### config.mk
export PLATFORM = sky130hd
export DESIGN_NAME = alu16_flag_unit
export DESIGN_NICKNAME = d
export VERILOG_FILES = /design/src/rtl/alu16_pkg.sv /design/src/rtl/alu16_core.sv /design/src/rtl/alu16_flags.sv /design/src/rtl/alu16_flag_unit.sv
export SDC_FILE = /design/constraint.sdc
export NUM_CORES = 1
export LEC_CHECK = 0
export ABC_AREA = 1
export BUFFER_PORTS_ARGS = -buffer_cell sky130_fd_sc_hd__buf_2
export CAP_MARGIN = 0
export CORE_AREA = 2 2 110 112
export DETAILED_ROUTE_END_ITERATION = 8
export DIE_AREA = 0 0 112 114
export PLACE_DENSITY = 0.62
export SYNTH_ARGS = -nofsm -noshare
export SYNTH_HDL_FRONTEND = slang
export SYNTH_SLANG_ARGS = --single-unit
### constraint.sdc
create_clock -name clk -period 3.3 [get_ports clk]
set_input_delay 0.165 -clock clk [delete_from_list [all_inputs] [get_ports clk]]
set_output_delay 0.165 -clock clk [all_outputs]
set_load 0.01 [all_outputs]
### src/rtl/alu16_pkg.sv
package alu16_pkg;

    typedef enum logic [1:0] {
        OP_ADD  = 2'd0,
        OP_ADC  = 2'd1,
        OP_SBC  = 2'd2,
        OP_RSVD = 2'd3
    } arith_op_e;

    typedef enum logic {
        ST_IDLE  = 1'b0,
        ST_VALID = 1'b1
    } out_state_e;

    localparam int FB_S  = 7;
    localparam int FB_Z  = 6;
    localparam int FB_X5 = 5;
    localparam int FB_H  = 4;
    localparam int FB_X3 = 3;
    localparam int FB_PV = 2;
    localparam int FB_N  = 1;
    localparam int FB_C  = 0;

    localparam logic [7:0] KEEP_MASK = (8'd1 << FB_S) | (8'd1 << FB_Z) | (8'd1 << FB_PV);

endpackage

### src/rtl/alu16_core.sv
module alu16_core
    import alu16_pkg::*;
#(
    parameter int WIDTH = 16
) (
    input  arith_op_e          op,
    input  logic [WIDTH-1:0]   a,
    input  logic [WIDTH-1:0]   b,
    input  logic               cin,
    output logic [WIDTH:0]     wide
);
    localparam int EXT = WIDTH + 1;

    logic [EXT-1:0] a_x;
    logic [EXT-1:0] b_x;
    logic [EXT-1:0] c_x;

    always_comb begin
        a_x = {1'b0, a};
        b_x = {1'b0, b};
        c_x = {{WIDTH{1'b0}}, cin};
        unique case (op)
            OP_ADD:  wide = a_x + b_x;
            OP_ADC:  wide = a_x + b_x + c_x;
            OP_SBC:  wide = a_x - b_x - c_x;
            default: wide = a_x + b_x;
        endcase
    end
endmodule

### src/rtl/alu16_flags.sv
module alu16_flags
    import alu16_pkg::*;
#(
    parameter int WIDTH = 16
) (
    input  arith_op_e          op,
    input  logic [WIDTH-1:0]   a,
    input  logic [WIDTH-1:0]   b,
    input  logic [WIDTH:0]     wide,
    input  logic [7:0]         flags_in,
    output logic [7:0]         flags
);
    localparam int MSB    = WIDTH - 1;
    localparam int HALF   = WIDTH - 4;
    localparam int COPY5  = WIDTH - 3;
    localparam int COPY3  = WIDTH - 5;

    logic [WIDTH-1:0] r;
    logic [WIDTH-1:0] mix;
    logic [7:0]       common;

    always_comb begin
        r   = wide[WIDTH-1:0];
        mix = a ^ b ^ r;
        common = 8'h00;
        common[FB_H]  = mix[HALF];
        common[FB_X5] = r[COPY5];
        common[FB_X3] = r[COPY3];
        common[FB_C]  = wide[WIDTH];

        unique case (op)
            OP_ADD: begin
                flags = (flags_in & KEEP_MASK) | common;
            end
            OP_ADC: begin
                flags = common;
                flags[FB_S]  = r[MSB];
                flags[FB_Z]  = (r == '0);
                flags[FB_PV] = ~(a[MSB] ^ b[MSB]) & (a[MSB] ^ r[MSB]);
            end
            OP_SBC: begin
                flags = common;
                flags[FB_N]  = 1'b1;
                flags[FB_S]  = r[MSB];
                flags[FB_Z]  = (r == '0);
                flags[FB_PV] = (a[MSB] ^ b[MSB]) & (a[MSB] ^ r[MSB]);
            end
            default: begin
                flags = (flags_in & KEEP_MASK) | common;
            end
        endcase
    end
endmodule

### src/rtl/alu16_flag_unit.sv
module alu16_flag_unit
    import alu16_pkg::*;
#(
    parameter int WIDTH = 16
) (
    input  logic              clk,
    input  logic              rst_n,
    input  logic              start,
    input  logic [1:0]        op,
    input  logic [WIDTH-1:0]  a,
    input  logic [WIDTH-1:0]  b,
    input  logic              cin,
    input  logic [7:0]        flags_in,
    output logic [WIDTH-1:0]  result,
    output logic [7:0]        flags_out,
    output logic              valid
);
    arith_op_e   op_e;
    logic        accept;
    logic [WIDTH:0] wide;
    logic [7:0]  flags_new;
    out_state_e  state_q;
    out_state_e  state_d;

    assign op_e   = arith_op_e'(op);
    assign accept = start && (op_e != OP_RSVD);

    alu16_core #(.WIDTH(WIDTH)) u_core (
        .op   (op_e),
        .a    (a),
        .b    (b),
        .cin  (cin),
        .wide (wide)
    );

    alu16_flags #(.WIDTH(WIDTH)) u_flags (
        .op       (op_e),
        .a        (a),
        .b        (b),
        .wide     (wide),
        .flags_in (flags_in),
        .flags    (flags_new)
    );

    always_comb begin
        state_d = state_q;
        unique case (state_q)
            ST_IDLE:  if (accept) state_d = ST_VALID;
            ST_VALID: state_d = accept ? ST_VALID : ST_IDLE;
            default:  state_d = ST_IDLE;
        endcase
    end

    always_ff @(posedge clk) begin
        if (!rst_n) state_q <= ST_IDLE;
        else        state_q <= state_d;
    end

    always_ff @(posedge clk) begin
        if (!rst_n) begin
            result    <= '0;
            flags_out <= 8'h00;
        end else if (accept) begin
            result    <= wide[WIDTH-1:0];
            flags_out <= flags_new;
        end
    end

    assign valid = (state_q == ST_VALID);
endmodule

==> flow_metrics.tcl, run 1 <==
set metrics [dict create \
    final_cell_count_no_fill 892 \
    syn_to_final_growth_pct 13.7 \
    pin_count 71 \
    drtIter0Drc 192 \
    cts_setup_buffers 0 \
    p_leak_nw 2.51 \
    synth_nets 789 \
    synth_cells 689 \
    place_inst 888 \
    cts.sinks 23 \
    synth_edf_count 0 \
    drv_slew 0 \
    htreeDepth 1 \
    ant_nets 0 \
    place.gp.congestion 0.839 \
    drv_cap 0 \
    tightestPinTransition_ns 0.741 \
    grt_pass1_wl_microns 17300 \
    place.port_buffers 65 \
    syn_area_sq_um 3950 \
    max_freq_ghz 0.352 \
    drt_first_pass_iters 4 \
    met2_length_microns 4090 \
    ys_ff_latch 23 \
    ys_async_sr_fraction_pct 0 \
    chipHeight_microns 114 \
    required_ns 3.49 \
    min_period_ns 2.84 \
    vias_per_cell 4.65 \
    post-route-period-util_pct 86.0 \
    cts.hold.buffers_added 0 \
    coreArea_sq_um 11700 \
    clock-root-buffer "clkbuf_16" \
    rsz0062_at_grt "no" \
    slew-limit-headroom_pct 50.6 \
    rows 40 \
    status "complete, no violations" \
    crit_arrival_ns 3.03 \
    powerDensity_nw_per_um2 307 \
    ys_types 37 \
    antenna_cells 0 \
    clock_latency_ns 0.25 \
    end_kind "register" \
    met1Wirelength_microns 5360 \
    antenna_found_initial 0 \
    grt_remaining_overflow 0 \
    die-area_sq_um 12800 \
    grt_pass1_vias 3825 \
    nets 846 \
    dp.final_hpwl_microns 8330 \
    wl_per_cell_microns 11.1 \
    final.setup.tns_ns 0 \
    finalClockSkew_ns 0 \
    setup_violations 0 \
    synthFlopType "dfxtp_1" \
    drc_errors 0 \
    yosys_warnings 0 \
    path_max_fanout 4 \
    syn_area_per_cell_sq_um 5.73 \
    hold_viol_final 0 \
    hold_class "input port to register" \
    yosysSeqAreaShare_pct 11.7 \
    cts_tree "built" \
    worst_slack_ns 0.462 \
    crit_type "input port to register" \
    cts_resized 0 \
    pre_cts_ws_ns 0.192 \
    clock_path_buffers 2 \
    initial_utilization_pct 33.7 \
    start_kind "input port" \
    top_layer "met4" \
    drive_gt1_share_pct 15.8 \
    final_cell_mix "178 x nand2_1, 115 x inv_1, 67 x nand3_1, 65 x buf_2, 61 x nor2_1" \
    ir_worst_vdd_v 0.000334 \
    route.met3.wl_microns 352 \
    cts_made_buffers 3 \
    clkTransAtPathRegs_ns 0.06 \
    final_common_cell "nand2_1" \
    grt_max_degree 37 \
    vias 4144 \
    fp.dieW_microns 112 \
    gr-usage-all-layers_pct 15.7 \
    wirelength_microns 9880 \
]
worst paths after layout:
| path | cells past startpoint | to | slack, ns | start |
|---|---|---|---|---|
| worst max-delay path | 24 | flags_out[6] | 0.46 | a[0] |
| worst min-delay path | 3 | flags_out[2] | 0.21 | flags_in[2] |
| worst max register to register | 2 | result[14] | 2.63 | result[14] |
| worst min register to register | 2 | flags_out[0] | 0.48 | flags_out[0] |
per-stage QoR:
step | hold slack (ns) | power [mW] | utilization, % | cell area [sq um]
global route | 0.231 | 1.52 | 38.3 | 4490
floorplan | 0.316 | 0.922 | - | 3950
detailed placement | 0.466 | 1.12 | 37.7 | 4410
finish | 0.206 | 1.38 | 38.3 | 4490
global placement | 0.456 | 1.12 | 37.7 | 4410
CTS | 0.207 | 1.39 | 38.3 | 4490
cell type report:
cell class / instances / area, sq um
Fill cell: 1364 / 7220
Multi-Input combinational cell: 524 / 2940
Inverter: 125 / 472
Sequential cell: 23 / 460
Timing Repair Buffer: 69 / 355
Tap cell: 147 / 184
Clock buffer: 4 / 78.8
synth_stat cells (7+ instances only):
| library cell | count | area share, % |
|---|---|---|
| a21oi_1 | 49 | 6.2 |
| clkbuf_1 | 13 | 1.2 |
| dfxtp_1 | 23 | 12 |
| ha_1 | 51 | 16 |
| inv_1 | 115 | 11 |
| inv_2 | 7 | 0.67 |
| nand2_1 | 178 | 17 |
| nand2_2 | 18 | 2.9 |
| nand3_1 | 67 | 8.5 |
| nor2_1 | 62 | 5.9 |
| o21ai_0 | 47 | 6.0 |
cell families after synthesis:
logic type | count (synthesis) | share of synthesized area (%)
buf+inv | 142 | 13.9
simple gates | 349 | 39.5
flops | 23 | 11.7
compound gates | 119 | 16.8
xor+xnor | 2 | 0.444
fa+ha+maj | 54 | 17.7
power by group:
| group | switching [mW] | total, mW | internal [mW] |
|---|---|---|---|
| sequential | 0.0109 | 0.314 | 0.303 |
| combinational | 0.525 | 0.807 | 0.282 |
| clock | 0.0920 | 0.257 | 0.165 |
routing by layer:
layer  vias to the layer above  track usage (%)
met5                         -                0
met2                        77             25.2
met3                         6             1.12
met4                         0             2.44
li1                       2292                -
met1                      1769             23.6
critical path: stages:
cell	delay (ns)
buf_2	0.12
fa_1	0.58
inv_1	0.06
ha_1	0.17
inv_1	0.05
nand2_1	0.11
fa_1	0.43
inv_1	0.07
nand2_1	0.06
nand2_1	0.07
nand2_1	0.07
o21ai_0	0.14
nand2_1	0.07
inv_1	0.06
nand2_1	0.05
nand2_1	0.07
nand2_1	0.05
nor2_1	0.10
nand3_1	0.08
nor2_1	0.09
nand4_1	0.09
nor2_1	0.10
nand2_1	0.07
a21oi_2	0.10
state kept, by name, indices dropped and copies added, names as in the netlist:
name and count:
result 16, valid 1, flags_out 6
Power figures use the tool's default switching activity.
==> run 2: changes to the inputs <==
Settings changed: MAX_ROUTING_LAYER set to met4.
==> run 2 against run 1 <==
Design area did not move. Routed wire length about the same. Final cell count unchanged. Clock skew did not move. Count of clock-buffer cells in the layout stayed put. Largest power group unchanged.
==> flow_metrics.tcl, run 2 (synthesized netlist as in run 1, its figures left out) <==
set metrics [dict create \
    clock_path_buffers 2 \
    min_period_ns 2.83 \
    wirelength_microns 9880 \
    pre_cts_ws_ns 0.192 \
    antenna_found_initial 0 \
    drc_errors 0 \
    finalClockSkew_ns 0 \
    vias 4142 \
    cts_tree "built" \
    path_max_fanout 5 \
    post-route-period-util_pct 85.8 \
    tightestPinTransition_ns 0.743 \
    nets 846 \
    crit_type "input port to register" \
    initial_utilization_pct 33.7 \
    grt_remaining_overflow 0 \
    rr_endpoint "result[14]" \
    ir_worst_vdd_v 0.000334 \
    clock-root-buffer "clkbuf_16" \
    p_switching_mw 0.628 \
    r2r_cells 2 \
    rsz0062_at_grt "no" \
    crit_arrival_ns 2.99 \
    wl_per_cell_microns 11.1 \
    clkTransAtPathRegs_ns 0.06 \
    htreeDepth 1 \
    hold_class "input port to register" \
    power_mw 1.38 \
    intPower_mw 0.750 \
    max_freq_ghz 0.353 \
    chipHeight_microns 114 \
    powerDensity_nw_per_um2 307 \
    final.setup.tns_ns 0 \
    worst_slack_ns 0.470 \
    min_to "flags_out[2]" \
    ant_nets 0 \
    place.gp.congestion 0.852 \
    hp-start "flags_in[2]" \
    worstReg2RegStart "result[14]" \
    p_sw_share_pct 45.6 \
    required_ns 3.46 \
    cts_setup_buffers 0 \
    drv_cap 0 \
    start_kind "input port" \
    slew-limit-headroom_pct 50.5 \
    cts.hold.buffers_added 0 \
    end_kind "register" \
    antenna_cells 0 \
    pin_count 71 \
    final_common_cell "nand2_1" \
    fp.dieW_microns 112 \
    die-area_sq_um 12800 \
    coreArea_sq_um 11700 \
    largest_reg_flops 16 \
    clock_latency_ns 0.25 \
    crit_path_start "a[0]" \
    clkPwrFrac_pct 18.6 \
    syn_to_final_growth_pct 13.7 \
    dp.final_hpwl_microns 8330 \
    rows 40 \
    r2r_slack_ns 2.63 \
    place.port_buffers 65 \
    cts.sinks 23 \
    min_path_cells 3 \
    seqPwrFrac_pct 22.8 \
    setup_violations 0 \
    hold_slack_ns 0.208 \
    cts_resized 0 \
    vias_per_cell 4.64 \
    final_cell_mix "178 x nand2_1, 115 x inv_1, 67 x nand3_1, 65 x buf_2, 61 x nor2_1" \
    cts_made_buffers 3 \
    hold_viol_final 0 \
    p_comb_share_pct 58.6 \
    p_leak_nw 2.51 \
    drv_slew 0 \
    drtIter0Drc 188 \
    regMostFlops "result" \
    fin_area_sq_um 4490 \
    status "complete, no violations" \
    dpl-instance-area_sq_um 4410 \
    drive_gt1_share_pct 15.8 \
    grt_pass1_vias 3829 \
    grt_pass1_wl_microns 17300 \
    gr-usage-all-layers_pct 16.2 \
    grt_max_degree 37 \
    drt_first_pass_iters 4 \
]
## run 2: layout make-up
class | instances | area (sq um)
Fill cell | 1364 | 7220
Multi-Input combinational cell | 524 | 2940
Inverter | 125 | 472
Sequential cell | 23 | 460
Timing Repair Buffer | 69 | 355
Tap cell | 147 | 184
Clock buffer | 4 | 78.8
## run 2: stage by stage
stage                     instances  util (%)
after floorplan                 689         -
after global placement          888      37.7
after detailed placement        888      37.7
after CTS                       892      38.3
after global routing            892      38.3
final                           892      38.3
## run 2: how the worst max path moves through the flow
stage	end	cells after the start	slack, ns
detailed placement	flags_out[6]	24	0.19
global route	flags_out[6]	25	0.03
floorplan	flags_out[6]	24	0.61
CTS	flags_out[6]	24	0.44
global placement	flags_out[6]	24	0.22
finish	flags_out[4]	19	0.47
## run 2: layer usage
metal  vias to the layer above  wire length, microns  global-route usage (%)
met5                         -                     0                       -
met4                         0                    51                    2.44
met3                         4                   357                   0.956
met2                        74                  4120                    25.2
met1                      1772                  5360                    23.7
li1                       2292                     -                       -
## run 2: worst max-delay path, stage by stage
cell     delay [ns]
buf_2          0.12
fa_1           0.58
inv_1          0.06
ha_1           0.17
inv_1          0.05
nand2_1        0.11
fa_1           0.43
nand4_1        0.11
nand2_1        0.14
a21oi_1        0.15
o21ai_0        0.13
a21oi_1        0.14
o21ai_0        0.12
nand3_1        0.12
o21ai_0        0.12
nand2_1        0.08
nand3_1        0.08
nand2_1        0.07
inv_1          0.03
## run 2: power by group through the flow
stage               logic, mW  registers, mW  clock network (mW)
floorplan               0.590          0.332                   0
global placement        0.801          0.319                   0
detailed placement      0.804          0.320                   0
CTS                     0.808          0.314               0.263
global route            0.934          0.317               0.273
finish                  0.807          0.314               0.257
